## src/rtl/ckgen_pkg.sv

```systemverilog
`timescale 1ns/1ps
package ckgen_pkg;
  localparam int unsigned CKG_DIV_W       = 16;
  localparam int unsigned CKG_SYNC_STAGES = 2;
  typedef logic [CKG_DIV_W-1:0] ckg_div_t;
endpackage

```

## src/rtl/ckgen_rst_sync.sv

```systemverilog
`timescale 1ns/1ps
// Asynchronous assert, synchronous release of the internal reset.
module ckgen_rst_sync #(
  parameter int unsigned STAGES = 2
) (
  input  logic clk,
  input  logic rst_n,
  output logic rst_sync_n
);
  logic [STAGES-1:0] shift_q;
  logic [STAGES-1:0] shift_d;

  always_comb begin
    shift_d = {shift_q[STAGES-2:0], 1'b1};
  end

  always_ff @(posedge clk or negedge rst_n) begin
    if (!rst_n) shift_q <= '0;
    else        shift_q <= shift_d;
  end

  assign rst_sync_n = shift_q[STAGES-1];
endmodule

```

## src/rtl/ckgen_reload_ctr.sv

```systemverilog
`timescale 1ns/1ps
// Up-counter that counts 0..limit and reloads. The limit is captured only
// on a load cycle: the first cycle after reset, or the terminal count.
module ckgen_reload_ctr #(
  parameter int unsigned W = 16
) (
  input  logic         clk,
  input  logic         rst_n,
  input  logic [W-1:0] limit_in,
  output logic         run_o,
  output logic         end_o,
  output logic [W-1:0] count_o,
  output logic [W-1:0] limit_o
);
  logic         run_q;
  logic [W-1:0] cnt_q, cnt_d;
  logic [W-1:0] lim_q;
  logic         match;
  logic         load;

  always_comb begin
    match = (cnt_q == lim_q);
    load  = !run_q || match;
    if (load) cnt_d = '0;
    else      cnt_d = cnt_q + W'(1);
  end

  always_ff @(posedge clk or negedge rst_n) begin
    if (!rst_n) begin
      run_q <= 1'b0;
      cnt_q <= '0;
      lim_q <= '0;
    end else begin
      run_q <= 1'b1;
      cnt_q <= cnt_d;
      if (load) lim_q <= limit_in;
    end
  end

  assign run_o   = run_q;
  assign end_o   = run_q && match;
  assign count_o = cnt_q;
  assign limit_o = lim_q;
endmodule

```

## src/rtl/ckgen_clk_shaper.sv

```systemverilog
`timescale 1ns/1ps
// Pin level register: toggles at a boundary unless parking at idle level.
module ckgen_clk_shaper (
  input  logic clk,
  input  logic rst_n,
  input  logic bound_i,
  input  logic stop_i,
  input  logic idle_lvl_i,
  output logic lvl_o
);
  logic lvl_q, lvl_d;
  logic park;
  logic toggle_en;

  always_comb begin
    park      = stop_i && (lvl_q == idle_lvl_i);
    toggle_en = bound_i && !park;
    lvl_d     = toggle_en ? ~lvl_q : lvl_q;
  end

  always_ff @(posedge clk or negedge rst_n) begin
    if (!rst_n) lvl_q <= 1'b0;
    else        lvl_q <= lvl_d;
  end

  assign lvl_o = lvl_q;
endmodule

```

## src/rtl/ckgen_etu_decode.sv

```systemverilog
`timescale 1ns/1ps
// Bit-boundary and mid-bit pulses from the ETU counter (limit = 2*div+1).
module ckgen_etu_decode #(
  parameter int unsigned W = 17
) (
  input  logic         run_i,
  input  logic         end_i,
  input  logic [W-1:0] count_i,
  input  logic [W-1:0] limit_i,
  output logic         tick_o,
  output logic         half_o
);
  logic [W-1:0] mid;

  always_comb begin
    mid    = {1'b0, limit_i[W-1:1]};
    tick_o = end_i;
    half_o = run_i && (count_i == mid);
  end
endmodule

```

## src/rtl/ckgen_card_rate.sv

```systemverilog
`timescale 1ns/1ps
module ckgen_card_rate #(
  parameter int unsigned DIV_W       = ckgen_pkg::CKG_DIV_W,
  parameter int unsigned SYNC_STAGES = ckgen_pkg::CKG_SYNC_STAGES
) (
  input  logic             clk,
  input  logic             rst_n,
  input  logic [DIV_W-1:0] cclk_div_i,
  input  logic [DIV_W-1:0] etu_div_i,
  input  logic             cclk_stop_i,
  input  logic             cclk_idle_lvl_i,
  output logic             cclk_o,
  output logic             etu_tick_o,
  output logic             etu_half_o
);
  localparam int unsigned ETU_W = DIV_W + 1;

  logic             rst_i_n;
  logic             cc_run;
  logic             cc_end;
  logic [DIV_W-1:0] cc_count;
  logic [DIV_W-1:0] cc_limit;
  logic             etu_run;
  logic             etu_end;
  logic [ETU_W-1:0] etu_count;
  logic [ETU_W-1:0] etu_limit;
  logic [ETU_W-1:0] etu_limit_in;

  assign etu_limit_in = {etu_div_i, 1'b1};

  ckgen_rst_sync #(.STAGES(SYNC_STAGES)) u_rst (
    .clk(clk), .rst_n(rst_n), .rst_sync_n(rst_i_n)
  );

  ckgen_reload_ctr #(.W(DIV_W)) u_cc_ctr (
    .clk(clk), .rst_n(rst_i_n), .limit_in(cclk_div_i),
    .run_o(cc_run), .end_o(cc_end), .count_o(cc_count), .limit_o(cc_limit)
  );

  ckgen_clk_shaper u_shaper (
    .clk(clk), .rst_n(rst_i_n), .bound_i(cc_end),
    .stop_i(cclk_stop_i), .idle_lvl_i(cclk_idle_lvl_i), .lvl_o(cclk_o)
  );

  ckgen_reload_ctr #(.W(ETU_W)) u_etu_ctr (
    .clk(clk), .rst_n(rst_i_n), .limit_in(etu_limit_in),
    .run_o(etu_run), .end_o(etu_end), .count_o(etu_count), .limit_o(etu_limit)
  );

  ckgen_etu_decode #(.W(ETU_W)) u_etu_dec (
    .run_i(etu_run), .end_i(etu_end), .count_i(etu_count),
    .limit_i(etu_limit), .tick_o(etu_tick_o), .half_o(etu_half_o)
  );

  logic unused_ok;
  assign unused_ok = &{1'b0, cc_run, cc_count, cc_limit};
endmodule

```

## config.mk

```make
export PLATFORM = sky130hd
export DESIGN_NAME = ckgen_card_rate
export DESIGN_NICKNAME = d
export VERILOG_FILES = /design/src/rtl/ckgen_pkg.sv /design/src/rtl/ckgen_rst_sync.sv /design/src/rtl/ckgen_reload_ctr.sv /design/src/rtl/ckgen_clk_shaper.sv /design/src/rtl/ckgen_etu_decode.sv /design/src/rtl/ckgen_card_rate.sv
export SDC_FILE = /design/constraint.sdc
export NUM_CORES = 1
export LEC_CHECK = 0
export BUFFER_PORTS_ARGS = -buffer_cell sky130_fd_sc_hd__buf_4
export CORE_ASPECT_RATIO = 0.6
export CORE_MARGIN = 2
export CORE_UTILIZATION = 50
export CTS_CLUSTER_SIZE = 30
export DETAILED_ROUTE_END_ITERATION = 8
export GPL_TIMING_DRIVEN = 0
export PLACE_DENSITY = 0.72
export SYNTH_ARGS = -nofsm -noshare
export SYNTH_HDL_FRONTEND = slang
export SYNTH_SLANG_ARGS = --single-unit
```

## constraint.sdc

```tcl
create_clock -name clk -period 2.3 [get_ports clk]
set_clock_uncertainty 0.2 [all_clocks]
set_input_delay 0 -clock clk [delete_from_list [all_inputs] [get_ports clk]]
set_output_delay 0 -clock clk [all_outputs]
set_load 0.01 [all_outputs]
```

# After elaboration in Yosys (flattened, before gate mapping)
# Cells that the tools add are included.
[classes] add_sub_neg=2 n_lt_le_gt_ge=0 eq_ne=4 n_mux=2 reduce_logical=9 mul=0 div=0 shifts=0 bitwise=1
[ops] cell="17-bit by 1-bit adder with 17-bit output, second input constant" count=1
[ops] cell="17-bit by 16-bit == test with 1-bit output" count=1
[ops] cell="17-bit == test" count=1
[ops] cell="17-bit two-way mux" count=1
[ops] cell="16-bit by 1-bit adder with 16-bit output, second input constant" count=1
[ops] cell="16-bit == test" count=1
[ops] cell="16-bit two-way mux" count=1
[ops] cell="1-bit logical AND" count=5
[ops] cell="1-bit logical NOT" count=2
[ops] cell="1-bit logical OR" count=2
[ops] cell="1-bit == test" count=1
[ops] cell="1-bit NOT" count=1
[word_totals] ff_bits=70 romBits=0 output_inout_bits=3 latch_bits=0 memories=0 ram_bits=0 elab_cells=25 input_bits=36

# Longest topological paths before layout
# Gate-level depths: netlist of the first run.
[logic_depth] ltp_word=4 depth_mapped=8 depth_no_buf=6

# By module
# Synthesis of the first run repeated with hierarchy kept, for this count alone.
[hier_totals] hier_cells=309 area_unflattened_um2=3599.7
[modules_own_cells] module="ckgen_reload_ctr (u_etu_ctr)" cells_each=143 area_per_inst_um2=1716.6 seq_area_each_um2=875.8 n_inst=1
[modules_own_cells] module="ckgen_reload_ctr (u_cc_ctr)" cells_each=135 area_per_inst_um2=1584.0 seq_area_each_um2=825.8 n_inst=1
[modules_own_cells] module="ckgen_etu_decode" cells_each=23 area_per_inst_um2=192.7 seq_area_each_um2=0.0 n_inst=1
[modules_own_cells] module="ckgen_rst_sync" cells_each=3 area_per_inst_um2=53.8 seq_area_each_um2=50.0 n_inst=1
[modules_own_cells] module="ckgen_clk_shaper" cells_each=4 area_per_inst_um2=48.8 seq_area_each_um2=25.0 n_inst=1
[modules_own_cells] module="ckgen_card_rate" cells_each=1 area_per_inst_um2=3.8 seq_area_each_um2=0.0 n_inst=1

# Least setup slack after synthesis of the first run
# Ideal clock, no wire load.
[synth_path] path_kind="register to register" from="register u_etu_ctr.cnt_q[12], in the netlist u_etu_ctr.count_o[12]" to="register u_etu_ctr.lim_q[10], in the netlist u_etu_ctr.limit_o[10]" period_less_slack_ps=2099 setup_slack_ps=201 arrival_time_ps=1774 path_stages_with_launch=8 path_buffers=2 setup_ps=125 path_cell_list="dfrtp_1 buf_6 xor2_1 nor4_2 nand3_2 o21ai_4 buf_12 mux2_4"
[synth_between] elab_chain_len=2
[synth_rtl] item="start: declaration" line_no="ckgen_reload_ctr.sv:16" source="logic [W-1:0] cnt_q, cnt_d;"
[synth_rtl] item="start signal: assignment" line_no="ckgen_reload_ctr.sv:35" source="cnt_q <= cnt_d;"
[synth_rtl] item="17-bit == test" line_no="ckgen_reload_ctr.sv:22" source="match = (cnt_q == lim_q);"
[synth_rtl] item="1-bit logical OR" line_no="ckgen_reload_ctr.sv:23" source="load = !run_q || match;"
[synth_rtl] item="end signal: assignment" line_no="ckgen_reload_ctr.sv:36" source="if (load) lim_q <= limit_in;"
[synth_rtl] item="end: declaration" line_no="ckgen_reload_ctr.sv:17" source="logic [W-1:0] lim_q;"
# No other way between the ends.
# A chain may end at the register's enable or synchronous reset.

# Worst setup path after layout of the first run
[layout_path] from="register u_cc_ctr.cnt_q[10], in the netlist u_cc_ctr.count_o[10]" to="register u_cc_ctr.lim_q[5], in the netlist u_cc_ctr.limit_o[5]"
[layout_between] elab_chain_len=2
[layout_rtl] item="start: declaration" line_no="ckgen_reload_ctr.sv:16"
[layout_rtl] item="start signal: assignment" line_no="ckgen_reload_ctr.sv:35"
[layout_rtl] item="16-bit == test" line_no="ckgen_reload_ctr.sv:22"
[layout_rtl] item="1-bit logical OR" line_no="ckgen_reload_ctr.sv:23"
[layout_rtl] item="end signal: assignment" line_no="ckgen_reload_ctr.sv:36"
[layout_rtl] item="end: declaration" line_no="ckgen_reload_ctr.sv:17"
# No other way between the ends.

==> impl_metrics.yaml, run 1 <==
route:
  antenna_left: 0
  wirelength_mm: 7.88
  firstDrtPassIters: 4
  viasPerCell: 5.17
  vias: 2533
  drt_iter0_drc: 197
  drc: 0
  detail_route.wl_per_cell_um: 16.1
global_route:
  gr-total-overflow: 0
  antenna_found_initial: 0
  grt_use_total: 0.211
  grt_pass1_wl_mm: 12.2
  grt_max_degree: 69
  grt_pass1_vias: 2389
placement:
  dp_hpwl_mm: 5.19
  dp_slack_ps: -177
  gp_congestion: 0.833
  io_buffer_count: 38
min_path:
  hold_path_depth: 0
  hp-class: "reg -> reg"
layout:
  diodes: 0
  drive_above_1_share: 0.305
  syn_to_final_growth_pct: 34.6
  utilization: 0.702
  final_nets: 436
critical_path:
  cp-end-kind: "flip-flop"
  worstPathArrival_ps: 2270
  path_max_fanout: 10
  r2r_cells: 6
  start_kind: "flip-flop"
  worstSetupPathType: "reg -> reg"
  r2r_slack_ps: 40
  cp_data_required_time_ps: 2300
floorplan:
  ios: 39
  rows: 23
  die_h_um: 68.9
  design.die.area_mm2: 0.00773
  start_util: 0.521
  core_mm2: 0.00673
  die_w_um: 112
sta:
  finalMaxSlewViolations: 0
  report.final.hold_viol_count: 0
  setup_ws_ps: 35.6
  finalCritPeriodShare: 0.985
  min_period_ps: 2260
  setup_viol_count_final: 0
  worstMarginPinSlew_ps: 865
  fmax_ghz: 0.442
  final.setup.tns_ps: 0
  rsz0062_at_grt: "yes"
  relSlewSlack: 0.423
  hold-worst-slack_ps: 169
clock_tree:
  clkTransAtPathRegs_ps: 50
  cts_buffers: 9
  cts_buffer_depth: 2
  clock-root-buffer: "clkbuf_16"
  clock-sinks: 70
  h-tree-depth: 3
  cts_tree: "built"
  clk_latency_ps: 330
logic_synthesis:
  syn_inst: 303
  synth_area_mm2: 0.00351
  synth_seq_cells: 70
  synth_warnings: 0
  synth-seq-area-share: 0.499
  synth_cell_types: 31
  syn_area_per_cell_um2: 11.6
job:
  max_cap_viol_count: 0
power_and_ir_drop:
  power_leakage_nw: 2.16
  peakVddDrop_mv: 0.444
  power_density_mw_per_mm2: 649
run_status:
  status: "finished clean"
worst paths after layout:
path                                                start                         endpoint
setup / recovery           u_cc_ctr.count_o[10]$_DFF_PN0_  u_cc_ctr.limit_o[5]$_DFFE_PN0N_
hold / removal                 u_rst.shift_q[0]$_DFF_PN0_       u_rst.shift_q[1]$_DFF_PN0_
min in group asynchronous      u_rst.shift_q[1]$_DFF_PN0_   u_cc_ctr.count_o[11]$_DFF_PN0_
setup reg to reg           u_cc_ctr.count_o[10]$_DFF_PN0_  u_cc_ctr.limit_o[5]$_DFFE_PN0N_
hold reg to reg                u_rst.shift_q[0]$_DFF_PN0_       u_rst.shift_q[1]$_DFF_PN0_
max in group asynchronous      u_rst.shift_q[1]$_DFF_PN0_   u_etu_ctr.count_o[8]$_DFF_PN0_
what timing repair did:
item	in CTS	in global routing
cloned	0	1
pin swaps	0	7
endpoints found under the hold margin	35	0
endpoints found under the setup margin	24	47
hold buffers	36	0
gates resized for setup	5	13
setup buffers	0	9
area by class of cell:
type / instances / area, um^2
fill: 480 / 2010
sequential: 70 / 1760
multi-input combinational: 215 / 1670
timing repair buffer: 84 / 751
clock buffer: 13 / 270
buffer: 13 / 131
tap: 87 / 109
inverter: 5 / 18.8
clock inverter: 3 / 17.5
logic make-up after synthesis:
family,count (synthesis),share of synthesized area
AO/OA/AOI/OAI,5,0.0110
XOR/XNOR,77,0.192
adder cells (fa/ha/maj),2,0.00713
buffers and inverters,19,0.0371
flip-flops,70,0.499
multiplexers,33,0.117
other,1,0.00107
AND/OR/NAND/NOR,96,0.135
registers in the layout, summed over array words and instances, names as in the netlist:
name / cells
u_etu_ctr.count_o: 17
u_etu_ctr.limit_o: 17
u_cc_ctr.count_o: 16
u_cc_ctr.limit_o: 16
u_rst.shift_q: 2
u_etu_ctr.run_o: 1
u_shaper.lvl_o: 1
per-layer routing:
layer  wire length (um)  global-route usage  part of all wire
met5                  0                   0                 0
met4                 87              0.0686             0.011
met3                535              0.0402             0.068
met2               3320               0.300              0.42
met1               3940               0.325              0.50
cell usage after synthesis:
library cell / count / area share
dfrtp_1: 70 / 0.50
xor2_1: 62 / 0.15
nor2_1: 36 / 0.038
mux2_2: 21 / 0.067
xnor2_1: 15 / 0.037
nand3_1: 13 / 0.019
nor4_1: 13 / 0.023
nand2_1: 12 / 0.013
mux2_4: 11 / 0.047
nand4_1: 8 / 0.014
buf_2: 5 / 0.0071
inv_1: 5 / 0.0053
and3_1: 4 / 0.0071
buf_6: 4 / 0.013
nor3_1: 3 / 0.0043
and4_1: 2 / 0.0050
clkbuf_2: 2 / 0.0029
ha_1: 2 / 0.0071
o21ai_0: 2 / 0.0029
or3_1: 2 / 0.0036
a21oi_1: 1 / 0.0014
buf_12: 1 / 0.0057
buf_4: 1 / 0.0021
clkbuf_1: 1 / 0.0011
conb_1: 1 / 0.0011
mux2i_1: 1 / 0.0029
nand3_2: 1 / 0.0029
nor4_2: 1 / 0.0036
o21ai_4: 1 / 0.0046
o31ai_1: 1 / 0.0021
or2_2: 1 / 0.0018
worst max-delay path: stages (launching register included):
cell	delay, ps
dfrtp_1	420
xor2_1	170
nor4_2	390
nand4_1	250
nand2_2	200
buf_8	170
mux2_2	350
where the power goes:
part           switching, mW  internal [mW]
combinational          0.124          0.227
clock                  0.494          0.814
sequential             0.102           1.30
total                  0.721           2.34
cell usage in the layout, fill, tap and decap left out, types with 2 or more instances in the layout:
master | synthesis | routed
dlygate4sd3_1 | 0 | 36
xnor2_1 | 15 | 15
dfrtp_1 | 70 | 65
buf_8 | 0 | 3
clkbuf_2 | 2 | 2
buf_2 | 5 | 3
buf_4 | 1 | 47
nand3_1 | 13 | 13
xor2_1 | 62 | 62
or3_1 | 2 | 2
nand4_1 | 8 | 8
and4_1 | 2 | 2
nor4_1 | 13 | 8
nor4_2 | 1 | 6
nor2_1 | 36 | 36
clkinv_2 | 0 | 2
buf_12 | 1 | 2
inv_1 | 5 | 5
nor3_1 | 3 | 3
clkbuf_8 | 0 | 3
ha_1 | 2 | 2
and3_1 | 4 | 4
mux2_4 | 11 | 11
clkbuf_16 | 0 | 10
dfrtp_2 | 0 | 4
buf_6 | 4 | 3
nand2_1 | 12 | 11
o21ai_0 | 2 | 2
conb_1 | 1 | 2
mux2_2 | 21 | 21
per-stage QoR:
step	std cells	instance area [um^2]	power, mW
final	490	4720	3.06
after global routing	490	4720	3.19
after CTS	481	4580	3.05
after detailed placement	429	3910	1.69
after global placement	429	3910	1.68
after floorplan	304	3510	1.58
No activity file was read; power rests on OpenSTA's default activity.
==> inputs of run 2 (changes only) <==
- HOLD_SLACK_MARGIN: unset -> 0.15
- PLACE_DENSITY: 0.72 -> 0.8
==> impl_metrics.yaml, run 2 (same netlist as run 1, synthesis figures left out) <==
run_status:
  status: "complete, but fails checks"
  violations: "negative setup slack"
critical_path:
  worstSetupPathType: "reg -> reg"
  cp_data_required_time_ps: 2310
  worstPathArrival_ps: 2330
  cp-end-kind: "flip-flop"
  r2r-start: "u_etu_ctr.count_o[3]$_DFF_PN0_"
  r2r_slack_ps: -20
  start_kind: "flip-flop"
  path_max_fanout: 4
  r2r_cells: 7
  r2r_end: "u_etu_ctr.limit_o[2]$_DFFE_PN0P_"
layout:
  multi_input_area_mm2: 0.00168
  register_area_mm2: 0.00176
  most-common-layout-cells: "dfrtp_1, xor2_1, buf_4"
  syn_to_final_growth_pct: 35.4
  diodes: 0
  final_common_cell: "dfrtp_1"
  fill_cells: 441
  drive_above_1_share: 0.315
  final_nets: 436
  stdcell_count: 490
global_route:
  grt_pass1_vias: 2551
  grt_max_degree: 69
  grt_use_met2: 0.360
  gr-total-overflow: 0
  antenna_found_initial: 0
  top_usage_layer: "met2"
  gr-usage-met1: 0.306
  use_met3: 0.0726
  grt_use_total: 0.231
  grt_pass1_wl_mm: 13.1
power_and_ir_drop:
  power_density_mw_per_mm2: 667
  peakVddDrop_mv: 0.537
  power_mw: 3.17
  power_leakage_nw: 2.16
placement:
  dp_slack_ps: -109
  dp_hpwl_mm: 5.23
  io_buffer_count: 38
  gp_congestion: 0.855
  dp.cells: 429
clock_tree:
  clock-sinks: 70
  h-tree-depth: 3
  cts_buffer_depth: 2
  clkTransAtPathRegs_ps: 50
  clk_latency_ps: 340
  cts_buffers: 9
  cts_tree: "built"
  clock-root-buffer: "clkbuf_16"
sta:
  report.final.hold_viol_count: 0
  rsz0062_at_grt: "yes"
  finalCritPeriodShare: 1.01
  finalMaxSlewViolations: 0
  min_period_ps: 2320
  worstMarginPinSlew_ps: 863
  setup_ws_ps: -20.3
  setup_viol_count_final: 7
  relSlewSlack: 0.425
  fmax_ghz: 0.431
  final.setup.tns_ps: -83.8
floorplan:
  die_w_um: 112
  design.die.area_mm2: 0.00773
  rows: 23
  core_mm2: 0.00673
  ios: 39
  start_util: 0.521
  die_h_um: 68.9
route:
  vias: 2636
  antenna_left: 0
  drt_iter0_drc: 235
  firstDrtPassIters: 4
  detail_route.wl_per_cell_um: 18.3
  viasPerCell: 5.38
  drc: 0
  wirelength_mm: 8.98
min_path:
  hold_path_depth: 0
  hp-class: "reg -> reg"
  min_to: "u_rst.shift_q[1]$_DFF_PN0_"
  min_from: "u_rst.shift_q[0]$_DFF_PN0_"
job:
  max_cap_viol_count: 0
[run 2: changes by cell type in the layout (fill, tap and decap cells not counted), sizes merged]
cell      before  now
bufinv         0    1
clkinvlp       1    2
clkbuf        16   14
[run 2: worst max-delay path: stages, from the launching register on]
cell,delay (ps)
dfrtp_2,440
xor2_1,200
nor4_2,400
nand3_2,170
o21ai_4,180
buf_4,160
buf_6,110
mux2_2,340
[run 2: final cells by class]
class	count	area share
buffer	12	0.0266
clock buffer	11	0.0511
clock inverter	5	0.0124
inverter	5	0.00395
multi-input combinational	215	0.354
sequential	70	0.371
tap	87	0.0229
timing repair buffer	85	0.158
[run 2: per-layer routing]
metal	vias up	wire, um
li1	1204	-
met1	1291	3920
met2	121	4230
met3	20	634
met4	0	189
met5	-	0
[run 2: power breakdown]
group          internal, mW  total, mW  switching [mW]
clock network         0.868       1.39           0.524
registers              1.30       1.41           0.107
logic                 0.227      0.369           0.142
[run 2: worst max-delay path by stage]
stage               cells past startpoint                          endpoint  slack, ps                           start
finish                                  7  u_etu_ctr.limit_o[2]$_DFFE_PN0P_        -20  u_etu_ctr.count_o[3]$_DFF_PN0_
global route                            7  u_etu_ctr.limit_o[2]$_DFFE_PN0P_        -30  u_etu_ctr.count_o[3]$_DFF_PN0_
CTS                                     6   u_cc_ctr.limit_o[6]$_DFFE_PN0N_         10   u_cc_ctr.count_o[8]$_DFF_PN0_
detailed placement                      6  u_cc_ctr.limit_o[13]$_DFFE_PN0N_       -110  u_cc_ctr.count_o[10]$_DFF_PN0_
global placement                        0   u_cc_ctr.limit_o[9]$_DFFE_PN0N_       -680      u_rst.shift_q[1]$_DFF_PN0_
floorplan                               0     u_cc_ctr.count_o[0]$_DFF_PN0_          6      u_rst.shift_q[1]$_DFF_PN0_
[run 2: what timing repair did]
| item | in CTS | in global routing |
|---|---|---|
| gates resized for setup | 4 | 20 |
| hold endpoints to repair | 35 | 0 |
| hold buffers | 36 | 0 |
| pin swaps | 1 | 11 |
| buffers inserted | 2 | 8 |
| gates cloned | 0 | 1 |
| endpoints found under the setup margin | 35 | 55 |
[run 2: through the flow]
step | util | cell area, um^2 | hold slack, ps
2_1_floorplan | - | 3510 | -496
3_5_place_dp | 0.581 | 3910 | -416
4_1_cts | 0.684 | 4600 | 154
3_3_place_gp | 0.580 | 3910 | -417
6_report | 0.706 | 4750 | 147
5_1_grt | 0.706 | 4750 | 156
